## config.mk

```make
export PLATFORM = sky130hd
export DESIGN_NAME = buck_gate_seq
export DESIGN_NICKNAME = d
export VERILOG_FILES = /design/src/rtl/buck_gate_pkg.sv /design/src/rtl/cycle_timer.sv /design/src/rtl/on_time_ctrl.sv /design/src/rtl/dead_time_gate.sv /design/src/rtl/buck_gate_seq.sv
export SDC_FILE = /design/constraint.sdc
export NUM_CORES = 1
export LEC_CHECK = 0
export BUFFER_PORTS_ARGS = -buffer_cell sky130_fd_sc_hd__buf_2
export CORE_UTILIZATION = 29
export DETAILED_ROUTE_END_ITERATION = 6
export GPL_ROUTABILITY_DRIVEN = 0
export GPL_TIMING_DRIVEN = 0
export SLEW_MARGIN = 20
export SYNTH_ARGS = -nofsm -noshare
export SYNTH_HDL_FRONTEND = slang
export SYNTH_SLANG_ARGS = --single-unit
```

## constraint.sdc

```tcl
create_clock -name clk -period 1.35 [get_ports clk]
set_clock_uncertainty 0.1 [all_clocks]
set_input_delay 0 -clock clk [delete_from_list [all_inputs] [get_ports clk]]
set_output_delay 0 -clock clk [all_outputs]
set_load 0.02 [all_outputs]
```

## src/rtl/buck_gate_pkg.sv

```systemverilog
package buck_gate_pkg;

  // Number of cycle positions during which the high side may be requested.
  function automatic int unsigned max_on_clks(input int unsigned period,
                                              input int unsigned pct);
    int unsigned r;
    r = (period * pct) / 100;
    if (r < 1) r = 1;
    return r;
  endfunction

  // Width of a counter that must hold the values 0..n.
  function automatic int unsigned hold_width(input int unsigned n);
    return (n < 2) ? 1 : $clog2(n + 1);
  endfunction

endpackage

```

## src/rtl/cycle_timer.sv

```systemverilog
module cycle_timer #(
  parameter int unsigned PERIOD_CLKS = 100,
  localparam int unsigned CW = buck_gate_pkg::hold_width(PERIOD_CLKS - 1)
) (
  input  logic          clk,
  input  logic          rst_n,
  output logic [CW-1:0] cnt,
  output logic          cyc_last
);
  localparam logic [CW-1:0] LAST = CW'(PERIOD_CLKS - 1);

  logic [CW-1:0] cnt_q;

  // Reset parks the counter on the last position, so the first edge opens a cycle.
  always_ff @(posedge clk) begin
    if (!rst_n)             cnt_q <= LAST;
    else if (cnt_q == LAST) cnt_q <= '0;
    else                    cnt_q <= cnt_q + 1'b1;
  end

  assign cnt      = cnt_q;
  assign cyc_last = (cnt_q == LAST);
endmodule

```

## src/rtl/on_time_ctrl.sv

```systemverilog
module on_time_ctrl #(
  parameter int unsigned PERIOD_CLKS  = 100,
  parameter int unsigned MAX_DUTY_PCT = 95,
  parameter int unsigned BLANK_CLKS   = 10,
  localparam int unsigned CW    = buck_gate_pkg::hold_width(PERIOD_CLKS - 1),
  localparam int unsigned MAXON = buck_gate_pkg::max_on_clks(PERIOD_CLKS, MAX_DUTY_PCT)
) (
  input  logic          clk,
  input  logic          rst_n,
  input  logic [CW-1:0] cnt,
  input  logic          cyc_last,
  input  logic          pwm_trip,
  input  logic          hs_ilim,
  input  logic          ls_sink_lim,
  output logic          hs_req,
  output logic          ls_req,
  output logic          ilim_end,
  output logic          on_end,
  output logic          ilim_cause
);
  localparam logic [CW-1:0] BLANK_C  = CW'(BLANK_CLKS);
  localparam logic [CW-1:0] LASTON_C = CW'(MAXON - 1);

  logic hs_q, ls_q, flag_q;
  logic past_blank, hit_trip, hit_ilim, hit_max;

  always_comb begin
    past_blank = (cnt >= BLANK_C);
    hit_trip   = hs_q && past_blank && pwm_trip;
    hit_ilim   = hs_q && past_blank && hs_ilim;
    hit_max    = hs_q && (cnt == LASTON_C);
    on_end     = hit_trip || hit_ilim || hit_max;
    ilim_cause = hit_ilim;
  end

  always_ff @(posedge clk) begin
    if (!rst_n) begin
      hs_q   <= 1'b0;
      ls_q   <= 1'b0;
      flag_q <= 1'b0;
    end else if (cyc_last) begin
      hs_q   <= 1'b1;
      ls_q   <= 1'b0;
      flag_q <= 1'b0;
    end else if (on_end) begin
      hs_q   <= 1'b0;
      ls_q   <= 1'b1;
      flag_q <= ilim_cause;
    end else if (ls_q && ls_sink_lim) begin
      ls_q   <= 1'b0;
    end
  end

  assign hs_req   = hs_q;
  assign ls_req   = ls_q;
  assign ilim_end = flag_q;
endmodule

```

## src/rtl/dead_time_gate.sv

```systemverilog
module dead_time_gate #(
  parameter int unsigned DEAD_CLKS = 2,
  localparam int unsigned AW = buck_gate_pkg::hold_width(DEAD_CLKS)
) (
  input  logic clk,
  input  logic rst_n,
  input  logic req,
  output logic gate
);
  localparam logic [AW-1:0] FULL = AW'(DEAD_CLKS);

  logic [AW-1:0] age_q;

  // Counts how long the request has been held steady; saturates at the dead time.
  always_ff @(posedge clk) begin
    if (!rst_n || !req)   age_q <= '0;
    else if (age_q != FULL) age_q <= age_q + 1'b1;
  end

  assign gate = req && (age_q == FULL);
endmodule

```

## src/rtl/buck_gate_seq.sv

```systemverilog
module buck_gate_seq #(
  parameter int unsigned PERIOD_CLKS  = 100,
  parameter int unsigned MAX_DUTY_PCT = 95,
  parameter int unsigned BLANK_CLKS   = 10,
  parameter int unsigned DEAD_CLKS    = 2
) (
  input  logic clk,
  input  logic rst_n,
  input  logic pwm_trip,
  input  logic hs_ilim,
  input  logic ls_sink_lim,
  output logic hs_gate,
  output logic ls_gate,
  output logic ilim_end
);
  localparam int unsigned CW = buck_gate_pkg::hold_width(PERIOD_CLKS - 1);

  logic [CW-1:0] cnt;
  logic          cyc_last;
  logic          on_end, ilim_cause;
  logic          hs_req, ls_req;
  logic [1:0]    req_vec, gate_vec;

  cycle_timer #(.PERIOD_CLKS(PERIOD_CLKS)) u_timer (
    .clk(clk), .rst_n(rst_n), .cnt(cnt), .cyc_last(cyc_last)
  );

  on_time_ctrl #(
    .PERIOD_CLKS(PERIOD_CLKS), .MAX_DUTY_PCT(MAX_DUTY_PCT), .BLANK_CLKS(BLANK_CLKS)
  ) u_ctrl (
    .clk(clk), .rst_n(rst_n), .cnt(cnt), .cyc_last(cyc_last),
    .pwm_trip(pwm_trip), .hs_ilim(hs_ilim), .ls_sink_lim(ls_sink_lim),
    .hs_req(hs_req), .ls_req(ls_req), .ilim_end(ilim_end),
    .on_end(on_end), .ilim_cause(ilim_cause)
  );

  assign req_vec = {ls_req, hs_req};

  for (genvar g = 0; g < 2; g++) begin : g_dead
    dead_time_gate #(.DEAD_CLKS(DEAD_CLKS)) u_dt (
      .clk(clk), .rst_n(rst_n), .req(req_vec[g]), .gate(gate_vec[g])
    );
  end

  assign hs_gate = gate_vec[0];
  assign ls_gate = gate_vec[1];
endmodule

```

==> flow_summary.json, run 1 <==
{
  "fmax_mhz": 718.1,
  "clk_pin_slew_ns": 0.08,
  "antenna_found_initial": 0,
  "hold_ws_ns": -0.003056,
  "finalSetupViolCount": 3,
  "syn_inst": 76,
  "rsz0062_at_grt": "yes",
  "hold_class": "in2reg",
  "fin_nets": 105,
  "dp_slack_ns": -0.1172,
  "drt-total-wl_um": 1423,
  "max-slew-margin-rel_pct": 73.77,
  "timing.final.crit_share_pct": 103.2,
  "p_int_uw": 908.2,
  "drive_above_1_share_pct": 36.17,
  "synthFlopType": "dfxtp_1",
  "htree_levels": 1,
  "numCtsBuffers": 3,
  "area_growth_pct": 37.01,
  "holdPathEnd": "u_ctrl.ilim_end",
  "synth-seq-area-share_pct": 41.87,
  "die_w_um": 50.05,
  "clk_latency_ns": 0.27,
  "syn-num-nets": 85,
  "cts_buffer_depth": 2,
  "synth-edff-count": 0,
  "clkPwrFrac_pct": 16.7,
  "cts.sinks": 14,
  "tightestPinTransition_ns": 0.3934,
  "crit_fanout": 5,
  "pwr-share-seq_pct": 43.7,
  "drc": 0,
  "avgRoutedWirePerCell_um": 11.66,
  "synth-seq-cells": 14,
  "grt-ovfl-total": 0,
  "synthDominantCellAreaShare_pct": 41.87,
  "vias_per_cell": 4.795,
  "synth_area_leaders": "dfxtp_1 42%, ha_1 7.5%, xor2_1 5.2%, nor2_1 5.0%, nand2_1 4.5%",
  "io_pins": 8,
  "p_sw_share_pct": 34.82,
  "grt_pass1_wl_um": 2166,
  "yosys_warnings": 0,
  "yosys-top-cells-count": "14 x dfxtp_1, 9 x nor2_1, 8 x nand2_1, 5 x nand3_1",
  "required_ns": 1.40,
  "min-delay-start": "pwm_trip",
  "tritoncts": "built",
  "switchingPower_uw": 485.3,
  "status": "complete, but fails checks",
  "comb_power_share_pct": 39.6,
  "vdd_drop_max_uv": 489.9,
  "syn_area_per_cell_um2": 8.808,
  "die_h_um": 50.05,
  "dpl_cell_area_um2": 747.0,
  "rows": 17,
  "initial_core_util_pct": 30.55,
  "stdcell_area_um2": 917.1,
  "critPathLaunchType": "flop",
  "setup.worst_path.class": "reg2reg",
  "floorplan.core_area_um2": 2191,
  "synth_cell_types": 25,
  "worstPathArrival_ns": 1.45,
  "whs_path_depth": 3,
  "tns_ns": -0.07940,
  "die_area_um2": 2505,
  "yosysMostFrequentCell": "dfxtp_1",
  "diodes": 0,
  "post-synth-top-area-cell": "dfxtp_1",
  "antenna_left": 0,
  "hpwl_um": 854.4,
  "first_pass_iters": 4,
  "maxCapViolCount": 0,
  "ctsRootBufferMaster": "clkbuf_4",
  "finalHoldViolations": 1,
  "worstSetupEndpointType": "flop",
  "async_flop_share_pct": 0,
  "first_iter_violations": 11,
  "powerDensity_nw_per_um2": 1519,
  "dr_total_vias": 585,
  "violations": "negative hold slack, negative setup slack",
  "reg2reg_from": "u_timer.cnt[5]",
  "drv_slew": 0,
  "io_buffers": 7,
  "rr_endpoint": "u_timer.cnt[6]",
  "syn_area_um2": 669.4,
  "grt_pass1_vias": 530,
  "setup_ws_ns": -0.04266,
  "finalCriticalPeriod_ns": 1.393,
  "reg2reg_slack_ns": -0.04,
  "power.leakage_uw": 0.0003823,
  "grt_max_degree": 11,
  "rr_worst_depth": 4,
  "track_usage_pct": 11.70
}
-- cell families after synthesis --
family	after synthesis	share of synthesized area (%)
AO/OA/AOI/OAI	13	12.15
XOR/XNOR	6	7.850
adder cells (fa/ha/maj)	4	7.477
buffers and inverters	6	5.607
flip-flops	14	41.87
AND/OR/NAND/NOR	33	25.05
-- cells in the final DEF, fill, tap and decap left out, types with 2 or more instances in the layout --
cell type	count
ha_2	2
nand2_1	7
inv_1	2
dfxtp_2	2
dfxtp_1	10
nor2_1	9
ha_4	2
o21ai_0	3
nand3_1	4
dfxtp_4	2
dlygate4sd3_1	3
buf_6	2
o21ai_1	2
buf_2	7
xnor2_1	2
buf_4	5
a21oi_1	2
xor2_1	4
nand4_1	2
and2_1	3
clkbuf_4	3
-- metrics by stage --
stage	power [µW]	utilization [%]	cells
2_1_floorplan	898.7	-	76
3_3_place_gp	972.5	34.09	111
3_5_place_dp	978.7	34.09	111
4_1_cts	1279	38.83	119
5_1_grt	1487	41.86	122
6_report	1393	41.86	122
-- registers in the layout, indices dropped and copies added (netlist names) --
signal and count:
g_dead.u_dt.age_q 4, u_ctrl.ilim_end 1, u_ctrl.ls_req 1, u_ctrl.hs_req 1, u_timer.cnt 7
-- power groups by stage --
stage	clock network [µW]	registers [µW]	logic, µW
4_1_cts	242	590	446
3_5_place_dp	0	588	391
5_1_grt	260	620	608
2_1_floorplan	0	577	321
3_3_place_gp	0	586	387
6_report	233	609	551
-- how the worst max path moves through the flow --
stage / cells after the start / endpoint / slack, ns / from
detailed placement: 5 / u_timer.cnt[6] / -0.12 / u_timer.cnt[1]
global route: 4 / u_timer.cnt[6] / -0.1 / u_timer.cnt[5]
floorplan: 5 / u_timer.cnt[6] / -0.02 / u_timer.cnt[1]
CTS: 6 / u_ctrl.ls_req / -0.04 / u_timer.cnt[0]
global placement: 6 / u_ctrl.ls_req / -0.10 / u_timer.cnt[0]
finish: 4 / u_timer.cnt[6] / -0.04 / u_timer.cnt[5]
-- what timing repair did --
action / CTS / global route
gates resized for setup: 7 / 12
pin swaps: 4 / 8
setup buffers: 2 / 3
hold buffers: 3 / 0
setup endpoints to repair: 4 / 10
endpoints found under the hold margin: 4 / 0
-- routing by layer --
layer  global-route usage, %  part of all wire (%)  up-vias
met1                   14.31                    43      268
met5                       0                     0        -
met3                   1.852                   2.2        4
met4                   10.00                   2.5        0
met2                   17.56                    53       12
li1                        -                     -      301
-- worst max-delay path, cell delays in order (launching register included) --
cell,delay (ns)
dfxtp_1,0.52
nand2_4,0.10
or3_4,0.38
a21oi_2,0.12
o21ai_1,0.06
-- final cells by class --
cell class	count	area [µm²]
Multi-Input combinational cell	56	426.7
Clock buffer	3	22.52
Tap cell	28	35.03
Inverter	3	13.76
Buffer	3	26.28
Sequential cell	14	290.3
Timing Repair Buffer	15	102.6
Fill cell	223	1274
No activity file was read; power rests on OpenSTA's default activity.
==> run 2: changes to the inputs <==
--- a/config.mk
+++ b/config.mk
@@ -6,6 +6,7 @@
 export NUM_CORES = 1
 export LEC_CHECK = 0
 export BUFFER_PORTS_ARGS = -buffer_cell sky130_fd_sc_hd__buf_2
+export CAP_MARGIN = 10
 export CORE_UTILIZATION = 29
 export DETAILED_ROUTE_END_ITERATION = 6
 export GPL_ROUTABILITY_DRIVEN = 0
@@ -13,4 +14,5 @@
 export SLEW_MARGIN = 20
 export SYNTH_ARGS = -nofsm -noshare
 export SYNTH_HDL_FRONTEND = slang
+export SYNTH_HIERARCHICAL = 1
 export SYNTH_SLANG_ARGS = --single-unit
==> run 2 against run 1 <==
The flow finishes with violations (negative setup slack); non-clock buffer count grew 4; clock-buffer cell count rose by 1; core utilization increased by 1.5 points; sequential power grew 2%; fmax down 15%; critical endpoint is now u_ctrl/ilim_end; highest routed layer is now met3.
==> flow_summary.json, run 2 <==
{
  "status": "complete, but fails checks",
  "violations": "negative setup slack",
  "avgRoutedWirePerCell_um": 12.01,
  "hold_ws_ns": 0.04527,
  "drt-total-wl_um": 1561,
  "antenna_found_initial": 0,
  "slowest_stage": "or3_4",
  "tritoncts": "built",
  "track_usage_pct": 13.27,
  "yosys_warnings": 6,
  "crit_path_max_incr_delay_ns": 0.37,
  "syn-num-nets": 85,
  "syn_area_um2": 715.7,
  "first_pass_iters": 5,
  "drc": 0,
  "fillers": 226,
  "fin_nets": 111,
  "numCtsBuffers": 3,
  "die_h_um": 51.68,
  "cts_buffer_depth": 2,
  "timing.final.crit_share_pct": 120.9,
  "final_cells": 130,
  "vias_per_cell": 5.031,
  "io_buffers": 7,
  "tightestPinTransition_ns": 0.4404,
  "htree_levels": 1,
  "power.leakage_uw": 0.0004092,
  "die_w_um": 51.68,
  "dr_total_vias": 654,
  "largest_register_ffs": 7,
  "setup_ws_ns": -0.2819,
  "clk_latency_ns": 0.28,
  "dp_slack_ns": -0.3818,
  "dp_cells": 112,
  "finalHoldViolations": 0,
  "final_common_cell": "buf_4",
  "critPathLaunchType": "flop",
  "finalSetupViolCount": 7,
  "first_iter_violations": 11,
  "grt_max_degree": 16,
  "hold_class": "in2reg",
  "required_ns": 1.42,
  "drv_slew": 0,
  "rows": 17,
  "antenna_left": 0,
  "maxCapViolCount": 0,
  "rsz0062_at_grt": "yes",
  "syn_area_per_cell_um2": 9.295,
  "crit_fanout": 3,
  "grt_pass1_vias": 614,
  "floorplan.core_area_um2": 2276,
  "worstSetupEndpointType": "flop",
  "grt-ovfl-total": 0,
  "clk_pin_slew_ns": 0.08,
  "ctsRootBufferMaster": "clkbuf_4",
  "fmax_mhz": 612.8,
  "vdd_drop_max_uv": 873.5,
  "cts.sinks": 14,
  "setup.worst_path.class": "reg2reg",
  "layout.cells.most_common_list": "10 x buf_4, 8 x buf_2, 6 x nand2_1, 6 x dfxtp_2, 6 x dfxtp_1",
  "power.total_uw": 1453,
  "worstPathArrival_ns": 1.70,
  "diodes": 0,
  "powerDensity_nw_per_um2": 1472,
  "path_cells": "ha_4, nand4b_1, or3_4, inv_4, nand2b_4, a211oi_2, a41o_1",
  "io_pins": 8,
  "syn_inst": 77,
  "drive_above_1_share_pct": 44.12,
  "max-slew-margin-rel_pct": 70.41,
  "die_area_um2": 2670,
  "finalCriticalPeriod_ns": 1.632,
  "hpwl_um": 953.2,
  "grt_pass1_wl_um": 2628,
  "area_growth_pct": 37.94,
  "initial_core_util_pct": 31.45
}
## run 2: metrics by stage
| step | instance area, µm² | util (%) | setup TNS (ns) |
|---|---|---|---|
| 2_1_floorplan | 744.5 | - | -0.3559 |
| 3_3_place_gp | 814.5 | 35.79 | -0.8718 |
| 3_5_place_dp | 814.5 | 35.79 | -0.9033 |
| 4_1_cts | 960.9 | 42.22 | -1.295 |
| 5_1_grt | 987.2 | 43.38 | -1.496 |
| 6_report | 987.2 | 43.38 | -1.245 |
## run 2: timing repair
item                                   4_1_cts  5_1_grt
setup buffers                               10        3
pin swaps                                    4        5
gates cloned                                 0        0
setup endpoints to repair                    7        9
gates resized for setup                      8        5
hold buffers                                 2        0
endpoints found under the hold margin        4        0
## run 2: final cells by class
class / instances / area (µm²) / share of cell area (%)
flip-flops and latches: 14 / 295.3 / 29.91
multi-input cells: 59 / 459.2 / 46.51
well taps: 28 / 35.03 / 3.549
plain buffers: 1 / 5.005 / 0.5070
clock buffers: 4 / 26.28 / 2.662
inverters: 3 / 13.76 / 1.394
repair buffers: 21 / 152.6 / 15.46
## run 2: power by group
group	switching [µW]	internal, µW
Sequential	110	513
Combinational	252	337
Clock	126	115
Total	488	965
## run 2: final timing paths
| path | slack [ns] | depth (start not counted) | end | from |
|---|---|---|---|---|
| hold / removal | 0.05 | 3 | u_ctrl/hs_req | pwm_trip |
| setup / recovery | -0.28 | 7 | u_ctrl/ilim_end | u_timer/cnt[1] |
| setup reg to reg | -0.28 | 7 | u_ctrl/ilim_end | u_timer/cnt[1] |
| hold reg to reg | 0.39 | 2 | g_dead[1].u_dt/age_q[1] | g_dead[1].u_dt/age_q[1] |
## run 2: routing by layer
layer	vias up	track usage [%]	share of wire, %
met3	0	6.140	3.7
met4	0	2.703	0
met1	315	16.61	45
met5	-	0	0
met2	9	20.78	51
li1	330	-	-
## run 2: worst max-delay path: cells and delay by family, from the launching register on
kind / cells / cell delay [ns]
simple gates: 3 / 0.61
flops: 1 / 0.36
compound gates: 2 / 0.25
fa+ha+maj: 1 / 0.13
buf+inv: 1 / 0.07
